File: src/rtl/vr_seq_pkg.sv
package vr_seq_pkg;

  typedef enum logic [2:0] {
    ST_CFG   = 3'd0,
    ST_IDLE  = 3'd1,
    ST_RAMPC = 3'd2,
    ST_CAL   = 3'd3,
    ST_RAMP  = 3'd4,
    ST_LEAK  = 3'd5,
    ST_ACT   = 3'd6,
    ST_FLT   = 3'd7
  } seq_st_t;

  localparam int NWORDS = 4;
  // configuration word indices
  localparam int W_STEP  = 0;
  localparam int W_FLAGS = 1;
  localparam int W_CAL   = 2;
  localparam int W_TMO   = 3;
  // bit positions inside the flags word
  localparam int F_UVLO  = 0;
  localparam int F_CAL   = 1;
  localparam int F_MODE  = 2;

  function automatic logic is_run(seq_st_t s);
    return (s == ST_RAMPC) || (s == ST_CAL) || (s == ST_RAMP) ||
           (s == ST_LEAK) || (s == ST_ACT);
  endfunction

endpackage

File: src/rtl/vr_cfg_fetch.sv
module vr_cfg_fetch #(
  parameter int DW = 16,
  parameter int AW = 2,
  parameter int NW = 4
) (
  input  logic                   clk,
  input  logic                   rst,
  output logic                   rd,
  output logic [AW-1:0]          addr,
  input  logic [DW-1:0]          rdata,
  output logic [NW-1:0][DW-1:0]  words,
  output logic                   done
);
  localparam int CW = $clog2(NW + 1);

  logic [CW-1:0]         issue_q;
  logic                  rd_q;
  logic [AW-1:0]         addr_q;
  logic                  cap_q;
  logic [AW-1:0]         cidx_q;
  logic [NW-1:0][DW-1:0] words_q;
  logic                  done_q;

  always_ff @(posedge clk) begin
    if (rst) begin
      issue_q <= '0;
      rd_q    <= 1'b0;
      addr_q  <= '0;
      cap_q   <= 1'b0;
      cidx_q  <= '0;
      words_q <= '0;
      done_q  <= 1'b0;
    end else begin
      cap_q  <= rd_q;
      cidx_q <= addr_q;
      if (issue_q < CW'(NW)) begin
        rd_q    <= 1'b1;
        addr_q  <= AW'(issue_q);
        issue_q <= issue_q + 1'b1;
      end else begin
        rd_q <= 1'b0;
      end
      if (cap_q) begin
        words_q[cidx_q] <= rdata;
        if (cidx_q == AW'(NW - 1)) done_q <= 1'b1;
      end
    end
  end

  assign rd    = rd_q;
  assign addr  = addr_q;
  assign words = words_q;
  assign done  = done_q;


  fetch_order_chk: assert property (@(posedge clk) disable iff (rst)
    (rd_q && $past(rd_q)) |-> (addr_q == $past(addr_q) + AW'(1)));

endmodule

File: src/rtl/vr_ramp.sv
module vr_ramp #(
  parameter int W  = 6,
  parameter int IW = 8
) (
  input  logic          clk,
  input  logic          rst,
  input  logic          clr,
  input  logic          run,
  input  logic [W-1:0]  goal,
  input  logic [IW-1:0] interval,
  output logic [W-1:0]  target
);
  logic [W-1:0]  tgt_q;
  logic [IW-1:0] cnt_q;

  always_ff @(posedge clk) begin
    if (rst || clr) begin
      tgt_q <= '0;
      cnt_q <= '0;
    end else if (run && (tgt_q < goal)) begin
      if (cnt_q == interval) begin
        cnt_q <= '0;
        tgt_q <= tgt_q + 1'b1;
      end else begin
        cnt_q <= cnt_q + 1'b1;
      end
    end
  end

  assign target = tgt_q;


  ramp_mono_chk: assert property (@(posedge clk) disable iff (rst)
    (!clr && run) |=> (tgt_q >= $past(tgt_q)) && (tgt_q - $past(tgt_q) <= W'(1)));

endmodule

File: src/rtl/vr_wait_timer.sv
module vr_wait_timer #(
  parameter int LW = 8
) (
  input  logic          clk,
  input  logic          rst,
  input  logic          active,
  input  logic          done,
  input  logic [LW-1:0] limit,
  output logic          expired
);
  logic [LW-1:0] cnt_q;

  always_ff @(posedge clk) begin
    if (rst || !active || done) cnt_q <= '0;
    else if (cnt_q != '1)       cnt_q <= cnt_q + 1'b1;
  end

  assign expired = active && !done && (cnt_q == limit);


  tmo_bound_chk: assert property (@(posedge clk) disable iff (rst)
    active |-> (cnt_q <= limit));

endmodule

File: src/rtl/vr_powerup_seq.sv
module vr_powerup_seq
  import vr_seq_pkg::*;
#(
  parameter int VID_W  = 6,
  parameter int NPH    = 2,
  parameter int NVM_DW = 16,
  parameter int NVM_AW = 2,
  parameter int STEP_W = 8,
  parameter int LIM_W  = 8
) (
  input  logic              clk,
  input  logic              rst,
  input  logic              ext_rst_n,
  output logic              nvm_rd,
  output logic [NVM_AW-1:0] nvm_addr,
  input  logic [NVM_DW-1:0] nvm_rdata,
  input  logic [VID_W-1:0]  vcode,
  input  logic              run_en,
  input  logic              vin_above,
  input  logic              meas_done,
  output logic [VID_W-1:0]  target,
  output logic              pwr_ok,
  output logic [NPH-1:0]    ph_oe,
  output logic [NPH-1:0]    ph_val,
  output logic [NPH-1:0]    cal_sel,
  output logic              leak_en,
  output logic              cal_fault,
  output logic [2:0]        seq_state
);
  localparam int PHW = (NPH > 1) ? $clog2(NPH) : 1;

  logic rst_i;
  assign rst_i = rst | ~ext_rst_n;

  // configuration fetch
  logic [NWORDS-1:0][NVM_DW-1:0] cfg_w;
  logic                          cfg_done;

  vr_cfg_fetch #(.DW(NVM_DW), .AW(NVM_AW), .NW(NWORDS)) u_fetch (
    .clk(clk), .rst(rst_i), .rd(nvm_rd), .addr(nvm_addr),
    .rdata(nvm_rdata), .words(cfg_w), .done(cfg_done)
  );

  logic [STEP_W-1:0] step_iv;
  logic              uvlo_en, cal_en;
  logic [VID_W-1:0]  cal_code;
  logic [LIM_W-1:0]  tmo_lim;
  logic              unused_cfg_bits;

  assign step_iv         = cfg_w[W_STEP][STEP_W-1:0];
  assign uvlo_en         = cfg_w[W_FLAGS][F_UVLO];
  assign cal_en          = cfg_w[W_FLAGS][F_CAL];
  assign cal_code        = cfg_w[W_CAL][VID_W-1:0];
  assign tmo_lim         = cfg_w[W_TMO][LIM_W-1:0];
  assign unused_cfg_bits = ^cfg_w;

  // per-phase inactive defaults
  logic [NPH-1:0] dflt_oe, dflt_val;
  for (genvar k = 0; k < NPH; k++) begin : g_dflt
    logic [1:0] mode;
    assign mode       = cfg_w[W_FLAGS][F_MODE + 2*k +: 2];
    assign dflt_oe[k]  = ~mode[1];
    assign dflt_val[k] = (mode == 2'b01);
  end

  // start and hold conditions
  logic supply_ok, hold_ok, start_ok;
  assign supply_ok = !uvlo_en || vin_above;
  assign hold_ok   = run_en && supply_ok;
  assign start_ok  = hold_ok && (vcode != '1);

  seq_st_t          state_q, nxt;
  logic [VID_W-1:0] vcode_q;
  logic [PHW-1:0]   ph_q, ph_d;

  // ramp generator
  logic [VID_W-1:0] cal_goal, ramp_goal, tgt;
  logic             ramp_clr, ramp_run;

  assign cal_goal  = (cal_code < vcode_q) ? cal_code : vcode_q;
  assign ramp_goal = (state_q == ST_RAMPC) ? cal_goal : vcode_q;
  assign ramp_run  = (state_q == ST_RAMPC) || (state_q == ST_RAMP);
  assign ramp_clr  = !is_run(nxt);

  vr_ramp #(.W(VID_W), .IW(STEP_W)) u_ramp (
    .clk(clk), .rst(rst_i), .clr(ramp_clr), .run(ramp_run),
    .goal(ramp_goal), .interval(step_iv), .target(tgt)
  );

  // measurement timeout
  logic wait_act, expired;
  assign wait_act = (state_q == ST_CAL) || (state_q == ST_LEAK);

  vr_wait_timer #(.LW(LIM_W)) u_tmo (
    .clk(clk), .rst(rst_i), .active(wait_act), .done(meas_done),
    .limit(tmo_lim), .expired(expired)
  );

  // next state
  always_comb begin
    nxt = state_q;
    case (state_q)
      ST_CFG:   if (cfg_done) nxt = ST_IDLE;
      ST_IDLE:  if (start_ok) nxt = cal_en ? ST_RAMPC : ST_RAMP;
      ST_RAMPC: if (tgt == cal_goal) nxt = ST_CAL;
      ST_CAL: begin
        if (expired) nxt = ST_FLT;
        else if (meas_done && (ph_q == PHW'(NPH - 1))) nxt = ST_RAMP;
      end
      ST_RAMP:  if (tgt == vcode_q) nxt = ST_LEAK;
      ST_LEAK: begin
        if (expired)        nxt = ST_FLT;
        else if (meas_done) nxt = ST_ACT;
      end
      default:  nxt = state_q;
    endcase
    if (is_run(state_q) && !hold_ok) nxt = ST_IDLE;
  end

  always_comb begin
    if (nxt != ST_CAL)                       ph_d = '0;
    else if (state_q == ST_CAL && meas_done) ph_d = ph_q + 1'b1;
    else                                     ph_d = ph_q;
  end

  // registered outputs
  logic [NPH-1:0] oe_q, val_q, sel_q;
  logic           leak_q, pok_q, flt_q;

  always_ff @(posedge clk) begin
    if (rst_i) begin
      state_q <= ST_CFG;
      ph_q    <= '0;
      vcode_q <= '0;
      sel_q   <= '0;
      leak_q  <= 1'b0;
      pok_q   <= 1'b0;
      flt_q   <= 1'b0;
      oe_q    <= '0;
      val_q   <= '0;
    end else begin
      state_q <= nxt;
      ph_q    <= ph_d;
      if (state_q == ST_IDLE && start_ok) vcode_q <= vcode;
      sel_q   <= (nxt == ST_CAL) ? (NPH'(1) << ph_d) : '0;
      leak_q  <= (nxt == ST_LEAK);
      pok_q   <= (nxt == ST_ACT);
      flt_q   <= (nxt == ST_FLT);
      if (nxt == ST_CFG) begin
        oe_q  <= '0;
        val_q <= '0;
      end else if (is_run(nxt)) begin
        oe_q  <= '1;
        val_q <= '1;
      end else begin
        oe_q  <= dflt_oe;
        val_q <= dflt_val;
      end
    end
  end

  assign target    = tgt;
  assign pwr_ok    = pok_q;
  assign ph_oe     = oe_q;
  assign ph_val    = val_q;
  assign cal_sel   = sel_q;
  assign leak_en   = leak_q;
  assign cal_fault = flt_q;
  assign seq_state = state_q;


  cfg_hiz_chk: assert property (@(posedge clk) disable iff (rst_i)
    (state_q == ST_CFG) |-> (oe_q == '0) && !pok_q && (tgt == '0));


  pgood_state_chk: assert property (@(posedge clk) disable iff (rst_i)
    pok_q |-> (state_q == ST_ACT));


  ramp_step_chk: assert property (@(posedge clk) disable iff (rst_i)
    (state_q == ST_RAMP && $past(state_q) == ST_RAMP) |->
      (tgt == $past(tgt)) || (tgt == $past(tgt) + VID_W'(1)));


  cal_onehot_chk: assert property (@(posedge clk) disable iff (rst_i)
    $onehot0(sel_q) && ((sel_q != '0) -> (state_q == ST_CAL)));


  drop_idle_chk: assert property (@(posedge clk) disable iff (rst_i)
    (is_run(state_q) && !(run_en && supply_ok)) |=>
      (state_q == ST_IDLE) && !pok_q && (tgt == '0) && (sel_q == '0));


  fault_hold_chk: assert property (@(posedge clk) disable iff (rst_i)
    flt_q |-> (state_q == ST_FLT) && (tgt == '0));

endmodule

File: config.mk
export PLATFORM = sky130hd
export DESIGN_NAME = vr_powerup_seq
export DESIGN_NICKNAME = d
export VERILOG_FILES = /design/src/rtl/vr_seq_pkg.sv /design/src/rtl/vr_cfg_fetch.sv /design/src/rtl/vr_ramp.sv /design/src/rtl/vr_wait_timer.sv /design/src/rtl/vr_powerup_seq.sv
export SDC_FILE = /design/constraint.sdc
export NUM_CORES = 1
export LEC_CHECK = 0
export ABC_AREA = 1
export BUFFER_PORTS_ARGS = -buffer_cell sky130_fd_sc_hd__buf_2
export CORE_ASPECT_RATIO = 1.4
export CORE_MARGIN = 10
export CORE_UTILIZATION = 66
export CTS_CLUSTER_SIZE = 25
export DETAILED_ROUTE_END_ITERATION = 7
export PLACE_DENSITY_LB_ADDON = 0.05
export RECOVER_POWER = 25
export SYNTH_ARGS = -nofsm -noshare
export SYNTH_HDL_FRONTEND = slang
export SYNTH_HIERARCHICAL = 1
export SYNTH_SLANG_ARGS = --single-unit
File: constraint.sdc
create_clock -name clk -period 5.4 [get_ports clk]
set_input_delay 1.62 -clock clk [delete_from_list [all_inputs] [get_ports clk]]
set_output_delay 1.62 -clock clk [all_outputs]
set_load 0.05 [all_outputs]
==> impl_metrics.ini, run 1 <==
[outcome]
status = complete, no violations

[floorplanning]
dieArea_sq_um = 10670
die_h_um = 118.3
start_util = 0.6838
num_rows = 35
coreArea_sq_um = 6656
dieWidth_um = 90.19
io_pins = 49

[clock_tree]
cts.sinks = 79
cts_tree = built
cts_buffer_depth = 2
h-tree-depth = 3
insertion_delay_ns = 0.34
clk_pin_slew_ns = 0.09
post_cts_buffers = 0
cts_inserted_buffers = 9
root_buffer = clkbuf_8
holdBufCountCts = 0
cts_repair_resize_count = 0

[placement]
port_buffers = 40
hpwl_um = 7441
globalplace.congestion = 0.8477
placed_cells = 809
place_area_sq_um = 4742

[timing]
grt_setup_unrepaired = no
min_period_ns = 3.595
tightest_slew_ns = 0.9096
finalMaxSlewViolations = 0
fmax_mhz = 278.2
tns_ns = 0
relSlewSlack = 0.3929
final-hold-violation-count = 0
finalCritPeriodShare = 0.6657
skew_ns = 0.01158
report.final.setup_viol = 0

[routing]
drt_wl_total_um = 9644
drc = 0
via_count = 4112
ant_nets = 0
drtIter0Drc = 221
via_per_inst = 4.984
routedWlPerCell_um = 11.69
drt_first_pass_iters = 5

[synthesis]
avgSynthCellArea_sq_um = 6.475
yosysWarnings = 6
synth_cells = 703
synth_nets = 745
syn_area_sq_um = 4552

[finish]
n_antenna_cell = 0
final_area_sq_um = 4940
drive_above_1_share = 0.1269
final_net_count = 770
syn_to_final_growth_pct = 8.521
final_cells = 825

[grt]
grt_max_degree = 32
grt_pass1_wl_um = 16500
grt_overflow_total = 0
antenna_found_initial = 0
grt_usage = 0.1805
grt_pass1_vias = 3806

[power]
leakagePower_uw = 0.002288
ir_drop_mv = 0.1822
powerDensity_nw_per_um2 = 220.1

[job]
timing.max_cap.violations = 0

[setup_path]
path_class = in -> reg
start_kind = primary input
path_max_fanout = 13
arrival_ns = 3.86
cp-end-kind = register
required_ns = 5.67

[hold_path]
hp-class = reg -> reg
-- report_power, final --
group          leakage (uW)  switching [uW]  internal (uW)
clock network      0.000105             228            234
registers          0.000637            2.86            585
logic               0.00155            25.3           12.4
-- critical path, stage by stage --
cell and delay (ns):
buf_2 0.08, nand4_1 0.08, nand3b_1 0.19, nand2_1 0.08
nor2_1 0.05, inv_1 0.25, o211ai_1 0.13, nand2_1 0.18
inv_1 0.11, nand3_2 0.09, nand2_2 0.10, nor2_1 0.49
inv_1 0.24, a21oi_1 0.17
-- sequential cells by signal, indices dropped and copies added, names as in the netlist --
signal	count
pwr_ok	1
u_tmo/cnt_q	8
u_ramp/cnt_q	8
ph_oe	2
u_fetch/rd	1
ph_val	2
u_fetch/cidx_q	2
seq_state	3
u_ramp/target	6
u_fetch/addr	2
u_fetch/words	28
cal_fault	1
leak_en	1
u_fetch/issue_q	3
vcode_q	6
cal_sel	2
ph_q	1
u_fetch/cap_q	1
u_fetch/done	1
-- placed cells by master, fill, tap and decap left out, types with 3 or more instances in the layout --
cell type / count
nand3b_1: 6
nor3_1: 5
nand3_2: 6
xor2_1: 6
dfxtp_1: 79
nand2_4: 3
nand3_1: 40
nand2_1: 188
inv_1: 111
clkbuf_1: 12
nand2_2: 10
nand4_1: 4
clkbuf_8: 10
nor2_1: 96
buf_2: 28
o21ai_0: 24
xnor2_1: 6
o21ai_1: 4
ha_1: 14
inv_2: 12
nor2_2: 8
a21oi_1: 33
-- routing by layer --
metal  vias up  global-route usage  share of wire
met5         -                   0              0
met4         0             0.07585          0.020
met3        12             0.03610          0.032
met2        54              0.3496           0.55
met1      1840              0.1799           0.40
li1       2206                   -              -
-- path summary, 6_finish.rpt --
path / startpoint / to / slack, ns / depth (start not counted)
setup / recovery: vcode[4] / u_ramp/target[0] / 1.81 / 14
hold / removal: u_fetch/rd / u_fetch/cap_q / 0.43 / 2
setup reg to reg: vcode_q[4] / u_ramp/cnt_q[6] / 2.34 / 19
hold reg to reg: u_fetch/rd / u_fetch/cap_q / 0.43 / 2
-- cell type report --
cell class / count / area, sq um
Multi-Input combinational cell: 474 / 2380
Fill cell: 612 / 1717
Sequential cell: 79 / 1582
Inverter: 124 / 465.4
Timing Repair Buffer: 40 / 185.2
Clock buffer: 10 / 137.6
Tap cell: 92 / 115.1
Clock inverter: 6 / 75.07
-- metrics by stage --
stage	hold WS [ns]	utilization	worst slack (ns)	total power, uW
floorplan	0.4302	-	2.087	625.1
global placement	0.4018	0.7124	1.583	638.3
detailed placement	0.4116	0.7124	1.542	639.0
CTS	0.4259	0.7444	1.886	1100
global route	0.4665	0.7421	1.602	1128
finish	0.4252	0.7421	1.805	1087
Note: power is estimated with default switching activity, not from simulation.
==> run 2, diff against run 1 <==
--- a/config.mk
+++ b/config.mk
@@ -9,7 +9,7 @@
 export BUFFER_PORTS_ARGS = -buffer_cell sky130_fd_sc_hd__buf_2
 export CORE_ASPECT_RATIO = 1.4
 export CORE_MARGIN = 10
-export CORE_UTILIZATION = 66
+export CORE_UTILIZATION = 55
 export CTS_CLUSTER_SIZE = 25
 export DETAILED_ROUTE_END_ITERATION = 7
 export PLACE_DENSITY_LB_ADDON = 0.05
==> constraint.sdc (replaced) <==
create_clock -name clk -period 3.1 [get_ports clk]
set_input_delay 0.93 -clock clk [delete_from_list [all_inputs] [get_ports clk]]
set_output_delay 0.93 -clock clk [all_outputs]
set_load 0.05 [all_outputs]
==> impl_metrics.ini, run 2 (synthesized netlist as in run 1, its figures left out) <==
[outcome]
status = complete, no violations

[clock_tree]
holdBufCountCts = 0
cts.sinks = 79
root_buffer = clkbuf_16
cts_inserted_buffers = 9
h-tree-depth = 3
cts_buffer_depth = 2
insertion_delay_ns = 0.33
cts_tree = built
clk_pin_slew_ns = 0.06

[timing]
report.final.setup_viol = 0
relSlewSlack = 0.3830
fmax_mhz = 355.6
skew_ns = 0.008921
tns_ns = 0
finalCritPeriodShare = 0.9070
min_period_ns = 2.812
finalMaxSlewViolations = 0
grt_setup_unrepaired = no
tightest_slew_ns = 0.9220
final-hold-violation-count = 0

[finish]
largest_reg_flops = 28
syn_to_final_growth_pct = 11.76
multiInputGateArea_sq_um = 2387
final_cells = 843
regArea_sq_um = 1583
final_net_count = 779
drive_above_1_share = 0.1377
n_antenna_cell = 0
layout_commonest_cell = nand2_1
nFillCells = 796
layout.cells.most_common_list = nand2_1, inv_1, nor2_1

[power]
intPower_uw = 1605
p_comb_frac = 0.034
leakagePower_uw = 0.002346
powerDensity_nw_per_um2 = 406.8
power.share.clock = 0.471
pwr-share-seq = 0.495
p_sw_uw = 464.2
ir_drop_mv = 0.3509
switching_share = 0.2243

[floorplanning]
dieArea_sq_um = 12370
io_pins = 49
die_h_um = 127.6
dieWidth_um = 96.89
start_util = 0.5619
num_rows = 39
coreArea_sq_um = 8100

[job]
timing.max_cap.violations = 0

[hold_path]
hp-class = reg -> reg

[grt]
grt_usage = 0.1627
grt_pass1_vias = 4017
grt_max_degree = 20
grt_overflow_total = 0
antenna_found_initial = 0
grt_pass1_wl_um = 17130

[placement]
placed_cells = 826
port_buffers = 40
hpwl_um = 7772
globalplace.congestion = 0.8559

[setup_path]
path_max_fanout = 7
cp-end-kind = register
arrival_ns = 3.09
start_kind = register
required_ns = 3.37
path_class = reg -> reg
rrSetupSlack_ns = 0.29

[routing]
drc = 0
ant_nets = 0
routedWlPerCell_um = 12.00
via_count = 4167
drtIter0Drc = 134
drt_wl_total_um = 10120
drt_first_pass_iters = 5
via_per_inst = 4.943
[run 2: repair_timing]
action	in CTS	in global routing
endpoints found under the setup margin	0	14
gates resized for setup	0	7
buffers inserted	0	2
[run 2: power groups by stage]
| stage | logic, uW | registers [uW] | clock network, uW |
|---|---|---|---|
| floorplan | 39.8 | 1050 | 0 |
| global placement | 70.7 | 1050 | 0 |
| detailed placement | 71.4 | 1050 | 0 |
| CTS | 71.6 | 1020 | 999 |
| global route | 78.3 | 1020 | 1030 |
| finish | 69.7 | 1020 | 975 |
[run 2: critical path, stage by stage (launching register included)]
cell     delay (ns)
dfxtp_2        0.34
inv_1          0.08
ha_1           0.30
nand2_1        0.06
nand2_1        0.09
a21oi_4        0.25
nand2_4        0.10
nand2_1        0.08
nand2_1        0.07
o21ai_1        0.13
inv_1          0.06
ha_1           0.30
nand2_1        0.08
inv_2          0.04
nor2_4         0.07
nand2_2        0.08
a21oi_4        0.21
buf_6          0.16
nand2_1        0.05
nand2_1        0.05
o21ai_1        0.07
nor2_2         0.08
[run 2: metal layers]
metal	wire, um	part of all wire	vias up	global-route usage
met3	345	0.034	13	0.03937
li1	-	-	2217	-
met5	0	0	-	0
met4	174	0.017	0	0.08181
met2	5323	0.53	47	0.3032
met1	4275	0.42	1890	0.1644
[run 2: final cells by class]
cell class / count / area share
Timing Repair Buffer: 49 / 0.04919
Sequential cell: 79 / 0.3111
Tap cell: 102 / 0.02509
Multi-Input combinational cell: 474 / 0.4693
Inverter: 124 / 0.09149
Clock inverter: 4 / 0.006149
Clock buffer: 11 / 0.04771
[run 2: final timing paths]
path | from | end | depth (start not counted)
worst max-delay path | vcode_q[3] | u_ramp/cnt_q[2] | 21
worst min-delay path | u_fetch/rd | u_fetch/cap_q | 2
worst min register to register | u_fetch/rd | u_fetch/cap_q | 2
worst max register to register | vcode_q[3] | u_ramp/cnt_q[2] | 21
[run 2: per-stage QoR]
stage                     hold slack [ns]    util  power (uW)  setup slack, ns  instance area (sq um)
after global routing               0.4491  0.6281        2129          0.01255                   5087
after floorplan                    0.4302       -        1089           0.3054                   4552
after detailed placement           0.4125  0.5935        1119           0.1322                   4807
after CTS                          0.4234  0.6273        2095           0.1350                   5081
after global placement             0.4057  0.5935        1118           0.1735                   4807
final                              0.4218  0.6281        2069           0.2882                   5087
==> run 3, diff against run 2 <==
--- a/config.mk
+++ b/config.mk
@@ -9,7 +9,7 @@
 export BUFFER_PORTS_ARGS = -buffer_cell sky130_fd_sc_hd__buf_2
 export CORE_ASPECT_RATIO = 1.4
 export CORE_MARGIN = 10
-export CORE_UTILIZATION = 55
+export CORE_UTILIZATION = 61
 export CTS_CLUSTER_SIZE = 25
 export DETAILED_ROUTE_END_ITERATION = 7
 export PLACE_DENSITY_LB_ADDON = 0.05
==> constraint.sdc (replaced) <==
create_clock -name clk -period 3 [get_ports clk]
set_input_delay 0.9 -clock clk [delete_from_list [all_inputs] [get_ports clk]]
set_output_delay 0.9 -clock clk [all_outputs]
set_load 0.05 [all_outputs]
==> impl_metrics.ini, run 3 (synthesized netlist as in run 1, its figures left out) <==
[outcome]
status = complete, no violations

[routing]
via_per_inst = 4.951
drt_wl_total_um = 10310
drtIter0Drc = 148
routedWlPerCell_um = 12.23
dr_wl_met2_um = 5601
drc = 0
via_count = 4174
top_layer = met4
ant_nets = 0
route.met3.wl_um = 280
drt_first_pass_iters = 5
wl_met1_um = 4146

[power]
p_comb_frac = 0.033
powerDensity_nw_per_um2 = 416.0
ir_drop_mv = 0.2917
p_sw_uw = 443.1
power.share.clock = 0.468
p_total_uw = 2117
pwr-share-seq = 0.499
leakagePower_uw = 0.002393
intPower_uw = 1674
switching_share = 0.2093

[timing]
holdWs_ns = 0.4206
tns_ns = 0
report.final.setup_viol = 0
fmax_mhz = 354.7
finalMaxSlewViolations = 0
relSlewSlack = 0.3687
skew_ns = 0.008445
min_period_ns = 2.819
tightest_slew_ns = 0.9460
final-hold-violation-count = 0
finalCritPeriodShare = 0.9397

[placement]
place_area_sq_um = 4838
globalplace.congestion = 0.8781
port_buffers = 40
hpwl_um = 7867

[finish]
n_antenna_cell = 0
layout.cells.most_common_list = nand2_1, inv_1, nor2_1
largest_reg_flops = 28
drive_above_1_share = 0.1461
final_net_count = 783
multiInputGateArea_sq_um = 2380
layout_commonest_cell = nand2_1
nFillCells = 698
regArea_sq_um = 1583
final_area_sq_um = 5089
syn_to_final_growth_pct = 11.79

[floorplanning]
start_util = 0.6223
dieArea_sq_um = 11370
io_pins = 49
dieWidth_um = 93.01
coreArea_sq_um = 7315
die_h_um = 122.2
num_rows = 37

[setup_path]
endpoint = u_ramp/target[5]
rrSetupSlack_ns = 0.18
r2r_start = vcode_q[5]
path_max_fanout = 7
path_class = reg -> reg
cp-end-kind = register
start_kind = register
worst_r2r_path_depth = 18
worstSetupStartpoint = vcode_q[5]
arrival_ns = 3.11
r2r-end = u_ramp/target[5]
required_ns = 3.29

[hold_path]
hp-class = reg -> reg

[clock_tree]
cts_inserted_buffers = 9
cts_tree = built
h-tree-depth = 3
cts_buffer_depth = 2
cts.sinks = 79
insertion_delay_ns = 0.36
clk_pin_slew_ns = 0.08
root_buffer = clkbuf_8

[job]
timing.max_cap.violations = 0

[grt]
antenna_found_initial = 0
grt_pass1_vias = 3904
grt_overflow_total = 0
grt_max_degree = 32
grt_pass1_wl_um = 17260
grt_usage = 0.1847
==> run 3: cell count changes in the layout (fill, tap and decap cells not counted), sizes merged <==
cell      before  now
buf           35   42
clkinv         1    3
clkbuf        25   22
inv          124  123
bufinv         0    3
clkinvlp       3    0
==> run 3: power by group through the flow <==
stage | combinational (uW) | sequential [uW] | clock, uW
floorplan | 41.1 | 1080 | 0
global placement | 70.8 | 1080 | 0
detailed placement | 71.8 | 1080 | 0
CTS | 71.8 | 1060 | 1010
global route | 78.6 | 1060 | 1040
finish | 69.4 | 1060 | 990
==> run 3: layout make-up <==
cell class | count | area share
flip-flops and latches | 79 | 0.3110
clock inverters | 5 | 0.02041
inverters | 124 | 0.09147
repair buffers | 53 | 0.05582
well taps | 97 | 0.02385
multi-input cells | 474 | 0.4677
clock buffers | 11 | 0.02975
==> run 3: stage by stage <==
stage | setup WS [ns] | instances | util
floorplan | 0.2054 | 703 | -
global route | -0.0006353 | 843 | 0.6957
global placement | 0.2172 | 826 | 0.6615
finish | 0.1809 | 843 | 0.6957
detailed placement | 0.1304 | 826 | 0.6615
CTS | 0.1290 | 842 | 0.6964
==> run 3: worst min-delay path by stage <==
stage / start / end / cells past startpoint
after floorplan: u_fetch/done / u_fetch/done / 2
after CTS: u_fetch/rd / u_fetch/cap_q / 2
after global placement: u_fetch/rd / u_fetch/cap_q / 2
final: u_fetch/rd / u_fetch/cap_q / 2
after global routing: u_fetch/addr[0] / u_fetch/cidx_q[0] / 2
after detailed placement: u_fetch/rd / u_fetch/cap_q / 2
==> run 3: per-layer routing <==
metal	GRT usage	vias to the layer above
met2	0.3440	58
met4	0.08221	0
met3	0.04032	22
met5	0	-
li1	-	2229
met1	0.1928	1865
==> run 3: worst max-delay path, cell delays in order, from the launching register on <==
cell and delay (ns):
dfxtp_1 0.35, inv_1 0.08, ha_1 0.29, nand2_1 0.08, nor2_1 0.16, nand2_2 0.15, nand3b_1 0.17, nand2_1 0.09
o21ai_1 0.13, inv_1 0.06, ha_1 0.30, nand2_1 0.08, inv_2 0.04, nor2_4 0.07, nand2_2 0.08, a21oi_4 0.24
buf_6 0.17, nand3_1 0.07, a21oi_1 0.15
==> run 3: what timing repair did <==
action	CTS	global route
setup endpoints to repair	0	13
buffers inserted	0	1
resized for setup	0	8
hold buffers	0	0
